$ cat config.mk
export PLATFORM = sky130hd
export DESIGN_NAME = rd_cmd_seq_det
export DESIGN_NICKNAME = d
export VERILOG_FILES = /design/src/rtl/rd_cmd_seq_pkg.sv /design/src/rtl/rd_seq_match.sv /design/src/rtl/rd_seq_state.sv /design/src/rtl/rd_cmd_pulse.sv /design/src/rtl/rd_cmd_seq_det.sv
export SDC_FILE = /design/constraint.sdc
export NUM_CORES = 1
export LEC_CHECK = 0
export CAP_MARGIN = 5
export CORE_UTILIZATION = 41
export DETAILED_ROUTE_END_ITERATION = 8
export HOLD_SLACK_MARGIN = 0.15
export PLACE_DENSITY = 0.87
export SYNTH_ARGS = -nofsm -noshare
export SYNTH_HDL_FRONTEND = slang
export SYNTH_SLANG_ARGS = --single-unit
$ cat constraint.sdc
create_clock -name clk_i -period 2.59 [get_ports clk_i]
set_input_delay 0.3885 -clock clk_i [delete_from_list [all_inputs] [get_ports clk_i]]
set_output_delay 0.3885 -clock clk_i [all_outputs]
set_load 0.02 [all_outputs]
$ cat src/rtl/rd_cmd_seq_pkg.sv
package rd_cmd_seq_pkg;
  localparam int KEY_W      = 16;
  localparam int PREFIX_LEN = 5;
  localparam int NUM_CMD    = 4;

  typedef enum logic [1:0] {
    CMD_STORE    = 2'd0,
    CMD_RECALL   = 2'd1,
    CMD_AUTO_OFF = 2'd2,
    CMD_AUTO_ON  = 2'd3
  } cmd_e;

  function automatic logic [KEY_W-1:0] prefix_key(input int idx);
    case (idx)
      0:       return 16'h4E38;
      1:       return 16'hB1C7;
      2:       return 16'h83E0;
      3:       return 16'h7C1F;
      default: return 16'h703F;
    endcase
  endfunction

  function automatic logic [KEY_W-1:0] cmd_key(input int idx);
    case (idx)
      int'(CMD_STORE):    return 16'h8FC0;
      int'(CMD_RECALL):   return 16'h4C63;
      int'(CMD_AUTO_OFF): return 16'h8B45;
      default:            return 16'h4B46;
    endcase
  endfunction
endpackage

$ cat src/rtl/rd_seq_match.sv
module rd_seq_match
  import rd_cmd_seq_pkg::*;
#(
  parameter int STEP_W = 3
) (
  input  logic [STEP_W-1:0] step_i,
  input  logic [KEY_W-1:0]  key_i,
  output logic              adv_o,
  output logic              first_hit_o,
  output logic [NUM_CMD-1:0] cmd_hit_o
);
  localparam logic [STEP_W-1:0] LAST_STEP = STEP_W'(PREFIX_LEN);

  always_comb begin
    adv_o = 1'b0;
    if (step_i < LAST_STEP) adv_o = (key_i == prefix_key(int'(step_i)));
  end

  assign first_hit_o = (key_i == prefix_key(0));

  for (genvar c = 0; c < NUM_CMD; c++) begin : g_cmd
    assign cmd_hit_o[c] = (step_i == LAST_STEP) && (key_i == cmd_key(c));
  end
endmodule

$ cat src/rtl/rd_seq_state.sv
module rd_seq_state
  import rd_cmd_seq_pkg::*;
#(
  parameter int STEP_W = 3
) (
  input  logic              clk_i,
  input  logic              rst_ni,
  input  logic              take_i,
  input  logic              write_i,
  input  logic              adv_i,
  input  logic              first_hit_i,
  output logic [STEP_W-1:0] step_o
);
  logic [STEP_W-1:0] step_d;

  always_comb begin
    step_d = step_o;
    if (take_i) begin
      if (write_i)          step_d = '0;
      else if (adv_i)       step_d = step_o + STEP_W'(1);
      else if (first_hit_i) step_d = STEP_W'(1); // restart on breaking read
      else                  step_d = '0;
    end
  end

  always_ff @(posedge clk_i or negedge rst_ni) begin
    if (!rst_ni) step_o <= '0;
    else         step_o <= step_d;
  end
endmodule

$ cat src/rtl/rd_cmd_pulse.sv
module rd_cmd_pulse
  import rd_cmd_seq_pkg::*;
(
  input  logic               clk_i,
  input  logic               rst_ni,
  input  logic               fire_i,
  input  logic [NUM_CMD-1:0] hit_i,
  output logic [NUM_CMD-1:0] pulse_o
);
  always_ff @(posedge clk_i or negedge rst_ni) begin
    if (!rst_ni) pulse_o <= '0;
    else         pulse_o <= fire_i ? hit_i : '0;
  end
endmodule

$ cat src/rtl/rd_cmd_seq_det.sv
module rd_cmd_seq_det
  import rd_cmd_seq_pkg::*;
#(
  parameter int ADDR_W = 18
) (
  input  logic              clk_i,
  input  logic              rst_ni,
  input  logic              acc_valid_i,
  input  logic              acc_write_i,
  input  logic [ADDR_W-1:0] acc_addr_i,
  input  logic              busy_i,
  output logic              store_o,
  output logic              recall_o,
  output logic              auto_off_o,
  output logic              auto_on_o
);
  localparam int STEP_W = $clog2(PREFIX_LEN + 1);

  logic [KEY_W-1:0]   key;
  logic [STEP_W-1:0]  step_q;
  logic               take, adv, first_hit;
  logic [NUM_CMD-1:0] cmd_hit, cmd_q;

  assign key  = acc_addr_i[KEY_W-1:0];
  assign take = acc_valid_i && !busy_i;

  if (ADDR_W > KEY_W) begin : g_hi
    logic unused_hi_bits;
    assign unused_hi_bits = ^acc_addr_i[ADDR_W-1:KEY_W];
  end

  rd_seq_match #(.STEP_W(STEP_W)) match_i (
    .step_i      (step_q),
    .key_i       (key),
    .adv_o       (adv),
    .first_hit_o (first_hit),
    .cmd_hit_o   (cmd_hit)
  );

  rd_seq_state #(.STEP_W(STEP_W)) state_i (
    .clk_i       (clk_i),
    .rst_ni      (rst_ni),
    .take_i      (take),
    .write_i     (acc_write_i),
    .adv_i       (adv),
    .first_hit_i (first_hit),
    .step_o      (step_q)
  );

  rd_cmd_pulse pulse_i (
    .clk_i   (clk_i),
    .rst_ni  (rst_ni),
    .fire_i  (take && !acc_write_i),
    .hit_i   (cmd_hit),
    .pulse_o (cmd_q)
  );

  assign store_o    = cmd_q[CMD_STORE];
  assign recall_o   = cmd_q[CMD_RECALL];
  assign auto_off_o = cmd_q[CMD_AUTO_OFF];
  assign auto_on_o  = cmd_q[CMD_AUTO_ON];
endmodule

### Word-level counts from Yosys, hierarchy flattened

Index checks and enable logic that the tools add are counted.

* bits in registers: 7
* bits of input ports: 23
* output and inout port bits: 4
* logic and storage cells: 30

* add/sub/neg operators: 1
* magnitude comparators: 1
* eq/ne operators: 10
* multiplexer cells: 7
* reduce and logical (&&, ||, !) cells: 9

Operator list (number)
* $pmux 16 s4: 1
* $eq 16x15->1 const B: 3
* $eq 16x16->1 const B: 2
* $eq 16x16->1: 1
* $mux 16: 1
* $eq 3x2->1 const B: 2
* $logic_and 1x1->1: 6
* $mux 3: 2
* $mux 4: 1
* $add 3x1->3 const B: 1
* $eq 3x1->1 const B: 1
* $eq 3x3->1 const B: 1
* $logic_not 3->1: 1
* $lt 3x3->1 const B: 1
* $logic_not 1->1: 2
* $mux 1: 2

### Depth between registers and ports, before layout

* depth in word-level cells: 7
* gate-level depth with buffers: 8
* depth with buffers taken out: 7

### Cells and area by module

A second synthesis with hierarchy kept.

* cell total of the unflattened synthesis: 77
* area total of the unflattened synthesis: 641.9 um^2

By module, submodules not included
* rd_seq_match: instances 1, cells an instance 50, area each 331.6 um^2, seq. area each 0.0 um^2
* rd_seq_state: instances 1, cells an instance 17, area each 166.4 um^2, seq. area each 75.1 um^2
* rd_cmd_pulse: instances 1, cells an instance 8, area each 125.1 um^2, seq. area each 100.1 um^2
* rd_cmd_seq_det: instances 1, cells an instance 2, area each 18.8 um^2, seq. area each 0.0 um^2

### Worst setup path after synthesis

OpenSTA, ideal clock, no wires.

* kind: reg2reg
* start: reg state_i.step_o[0]
* end: reg state_i.step_o[0]
* library setup time: 125 ps
* data arrival time: 2254 ps
* required time: 2465 ps
* setup slack: 211 ps
* stages on the path, launching flop included: 8
* buffers on the path: 0
* clock period less this slack: 2379 ps
* cells stage by stage: dfrtp_1 -> ha_1 -> ha_1 -> or3_1 -> or4_1 -> a221oi_2 -> nand4_2 -> mux2_4

* cells in the longest elaborated chain, start to end: 7
* elaborated cells on any way between the ends: 12
* those cells by class: 1 x add/sub; 1 x order compare; 4 x eq/ne; 5 x mux; 1 x reduce/logical

Ends and longest elaborated chain
* start: declaration: RTL line rd_seq_state.sv:12 `output logic [STEP_W-1:0] step_o`
* start signal: assignment: RTL line rd_seq_state.sv:28 `else step_o <= step_d;`
* $eq 3x2->1 (tied with other cells): RTL line rd_cmd_seq_pkg.sv:14 `case (idx)`
* $pmux 16 s4: RTL line rd_cmd_seq_pkg.sv:14
* $mux 16: RTL line rd_seq_match.sv:16 `if (step_i < LAST_STEP) adv_o = (key_i == prefix_key(int'(step_i)));`
* $eq 16x16->1: RTL line rd_seq_match.sv:16
* $mux 1: RTL line rd_seq_match.sv:16
* $mux 3 (*): RTL line rd_seq_state.sv:20 `else if (adv_i) step_d = step_o + STEP_W'(1);`
* $mux 3 (*): RTL line rd_seq_state.sv:19 `if (write_i) step_d = '0;`

Mark *: on every way between the ends. The rest lies on a longest branch, timed or not. The select of a mux whose other input is x is not followed.
A chain may end at the register's enable or synchronous reset.

### Worst setup path in the final report

Ends and elaborated chain as after synthesis.

==> flow_summary.toml <==
[global_route]
grt_pass1_vias = 702
gr-total-overflow = 0
grtUsageTotal = 0.2323
grt_start_max_net_pins = 8
grt_pass1_wl_um = 3029
antenna_found_initial = 0

[finish]
antennaDiodeCount = 0
layout.nets = 139
area_growth_syn_to_layout_pct = 49.32
final_cells = 125
final_core_util = 0.6932
drive_gt1_frac = 0.1273
fillCellCount = 117

[worst_setup_path]
worst-setup-path-type = "reg2reg"
critical_path.startpoint_type = "flip-flop"
crit_arrival_ps = 2600
end_kind = "flip-flop"
crit_path_start = "state_i.step_o[0]"
cp.required_ps = 2730
r2r-start = "state_i.step_o[0]"
crit_fanout = 4

[floorplan]
die_w_um = 41.57
rows = 13
coreArea_um2 = 1383
start_util = 0.4643
die-area_um2 = 1728
die_h_um = 41.57
io_pins = 27

[synthesis]
syn-num-nets = 107
synth.distinct_cells = 29
synth_edf_count = 0
synth_area_um2 = 641.9
synth_area_leader_cell = "dfrtp_1"
synth_ff_type = "dfrtp_1"
yosys_warnings = 0
synth_top_area_share = 0.2729
synth.area.top_cells = "dfrtp_1 27%, ha_1 9.7%, o21ai_0 6.2%"
syn_avg_cell_area_um2 = 8.125
synth_cells = 79
ys_ff_latch = 7
ys_seq_area_frac = 0.2729
synthArstFlopShare = 1.000

[timing]
post-route-min-period_ps = 2464
fin_skew_ps = 2.468
setup_slack_ps = 126.1
setup_viol = 0
maxSlewHeadroom = 0.7330
report.final.slew_viol_count = 0
clock.fmax_mhz = 405.9
worst_pin_slew_ps = 396.8
hold_violations = 0
tns_ps = 0
rsz0062_at_grt = "no"
fin_crit_sh = 0.9513

[routing]
avgRoutedWirePerCell_um = 14.30
drtIter0Drc = 11
first_pass_iters = 4
via_per_inst = 5.864
drc = 0
vias = 733
ant_nets = 0
postRouteWirelength_um = 1788

[power_and_ir_drop]
ir_drop_mv = 0.2548
p_leak_nw = 0.3541
power.total_uw = 268.2
p_per_area_nw_per_um2 = 279.9

[run_status]
status = "finished clean"

[clock_network]
cts_max_level = 1
cts.sinks = 7
cts_tree = "done"
clock_path_buffers = 2
path_clk_slew_ps = 50
cts_buffers = 3
clock_latency_ps = 250
cts-root-buf = "clkbuf_4"

[placed_design]
globalplace.congestion = 0.8506
port_buffers = 24
dp_hpwl_um = 1411
post-place-cells = 119
pre_cts_ws_ps = 82.63

[worst_hold_path]
hold_path.class = "in2async"

[flow_run]
max_cap_violations = 0
-- cell families after synthesis --
kind of cell               share of synthesized area
muxes                                        0.03898
xor gates and xnor gates                     0.02730
buffers and inverters                        0.03117
AOI/OAI and AO/OA                             0.1403
and+or+nand+nor                               0.3918
DFF                                           0.2729
adders and majority gates                    0.09747
-- stage by stage --
stage / hold slack (ps) / area (µm²)
3_5_place_dp: 605.8 / 910.9
5_1_grt: 395.3 / 958.4
4_1_cts: 378.4 / 937.1
2_1_floorplan: 92.91 / 641.9
3_3_place_gp: 572.4 / 910.9
6_report: 381.5 / 958.4
-- worst max-delay path: stages (launching register included) --
cell      delay (ps)
dfrtp_2          430
ha_1             210
ha_1             200
or3_1            320
or4_4            420
a221oi_2         280
nand4_2          160
mux2_4           330
-- power by group --
group          total [mW]  leakage, nW  internal, mW  switching [mW]
combinational      0.0589        0.245        0.0340          0.0249
sequential          0.110       0.0945         0.110     0.000000828
clock              0.0998       0.0150        0.0588          0.0410
total               0.268        0.354         0.202          0.0659
-- sequential cells by signal, indices dropped and copies added (netlist names) --
name	count
pulse_i.pulse_o	4
state_i.step_o	3
-- cell usage after synthesis, types with 2 or more instances --
cell type	n
o21ai_0	8
dfrtp_1	7
nand2_1	7
ha_1	5
nand4_1	5
nor2_1	5
nor3_1	5
inv_1	4
nor4_1	4
nand3_1	3
or3_1	3
nand2b_1	2
nor2b_1	2
o211ai_1	2
or4_1	2
xnor2_1	2
-- worst paths after layout --
path,to,slack [ps],cells past startpoint
max,state_i.step_o[0],130,7
min,pulse_i.pulse_o[3],380,1
max reg2reg,state_i.step_o[0],130,7
min reg2reg,state_i.step_o[1],580,2
max in group asynchronous,state_i.step_o[1],1960,1
min in group clk_i,state_i.step_o[1],580,2
-- final cells by class --
type	instances	area (µm²)	share of cell area
repair buffers	28	270.3	0.2820
flip-flops and latches	7	177.7	0.1854
inverters	4	15.01	0.01567
clock buffers	4	26.28	0.02742
well taps	15	18.77	0.01958
multi-input cells	67	450.4	0.4700
-- metal layers --
layer	global-route usage	up-vias	wire (µm)	share of wire
li1	-	360	-	-
met1	0.2779	338	786	0.44
met2	0.3750	33	852	0.48
met3	0.1043	2	140	0.078
met4	0.06452	0	7	0.0039
met5	0	-	0	0
-- cells in the final DEF (no fill, tap or decap) --
| cell | n |
|---|---|
| clkdlybuf4s50_1 | 24 |
| o21ai_0 | 8 |
| nand2_1 | 7 |
| nor2_1 | 5 |
| nand4_1 | 5 |
| nor3_1 | 5 |
| ha_1 | 5 |
| dfrtp_1 | 5 |
| inv_1 | 4 |
| nor4_1 | 4 |
| buf_4 | 4 |
| nand3_1 | 3 |
| or3_1 | 3 |
| clkbuf_4 | 3 |
| nand2b_1 | 2 |
| nor2b_1 | 2 |
| xnor2_1 | 2 |
| o211ai_1 | 2 |
| dfrtp_2 | 2 |
| nand3b_1 | 1 |
| nor4b_1 | 1 |
| or2_2 | 1 |
| and3_1 | 1 |
| mux2i_1 | 1 |
| a21oi_1 | 1 |
| o21bai_1 | 1 |
| or4_1 | 1 |
| or4_4 | 1 |
| a221oi_2 | 1 |
| nand4_2 | 1 |
| o31ai_1 | 1 |
| and4b_1 | 1 |
| mux2_4 | 1 |
| clkbuf_1 | 1 |
-- repair_timing --
item,4_1_cts,5_1_grt
buffers inserted,0,2
resized for setup,0,3
hold buffers,0,0
setup endpoints to repair,0,2
No activity file was read; power rests on OpenSTA's default activity.
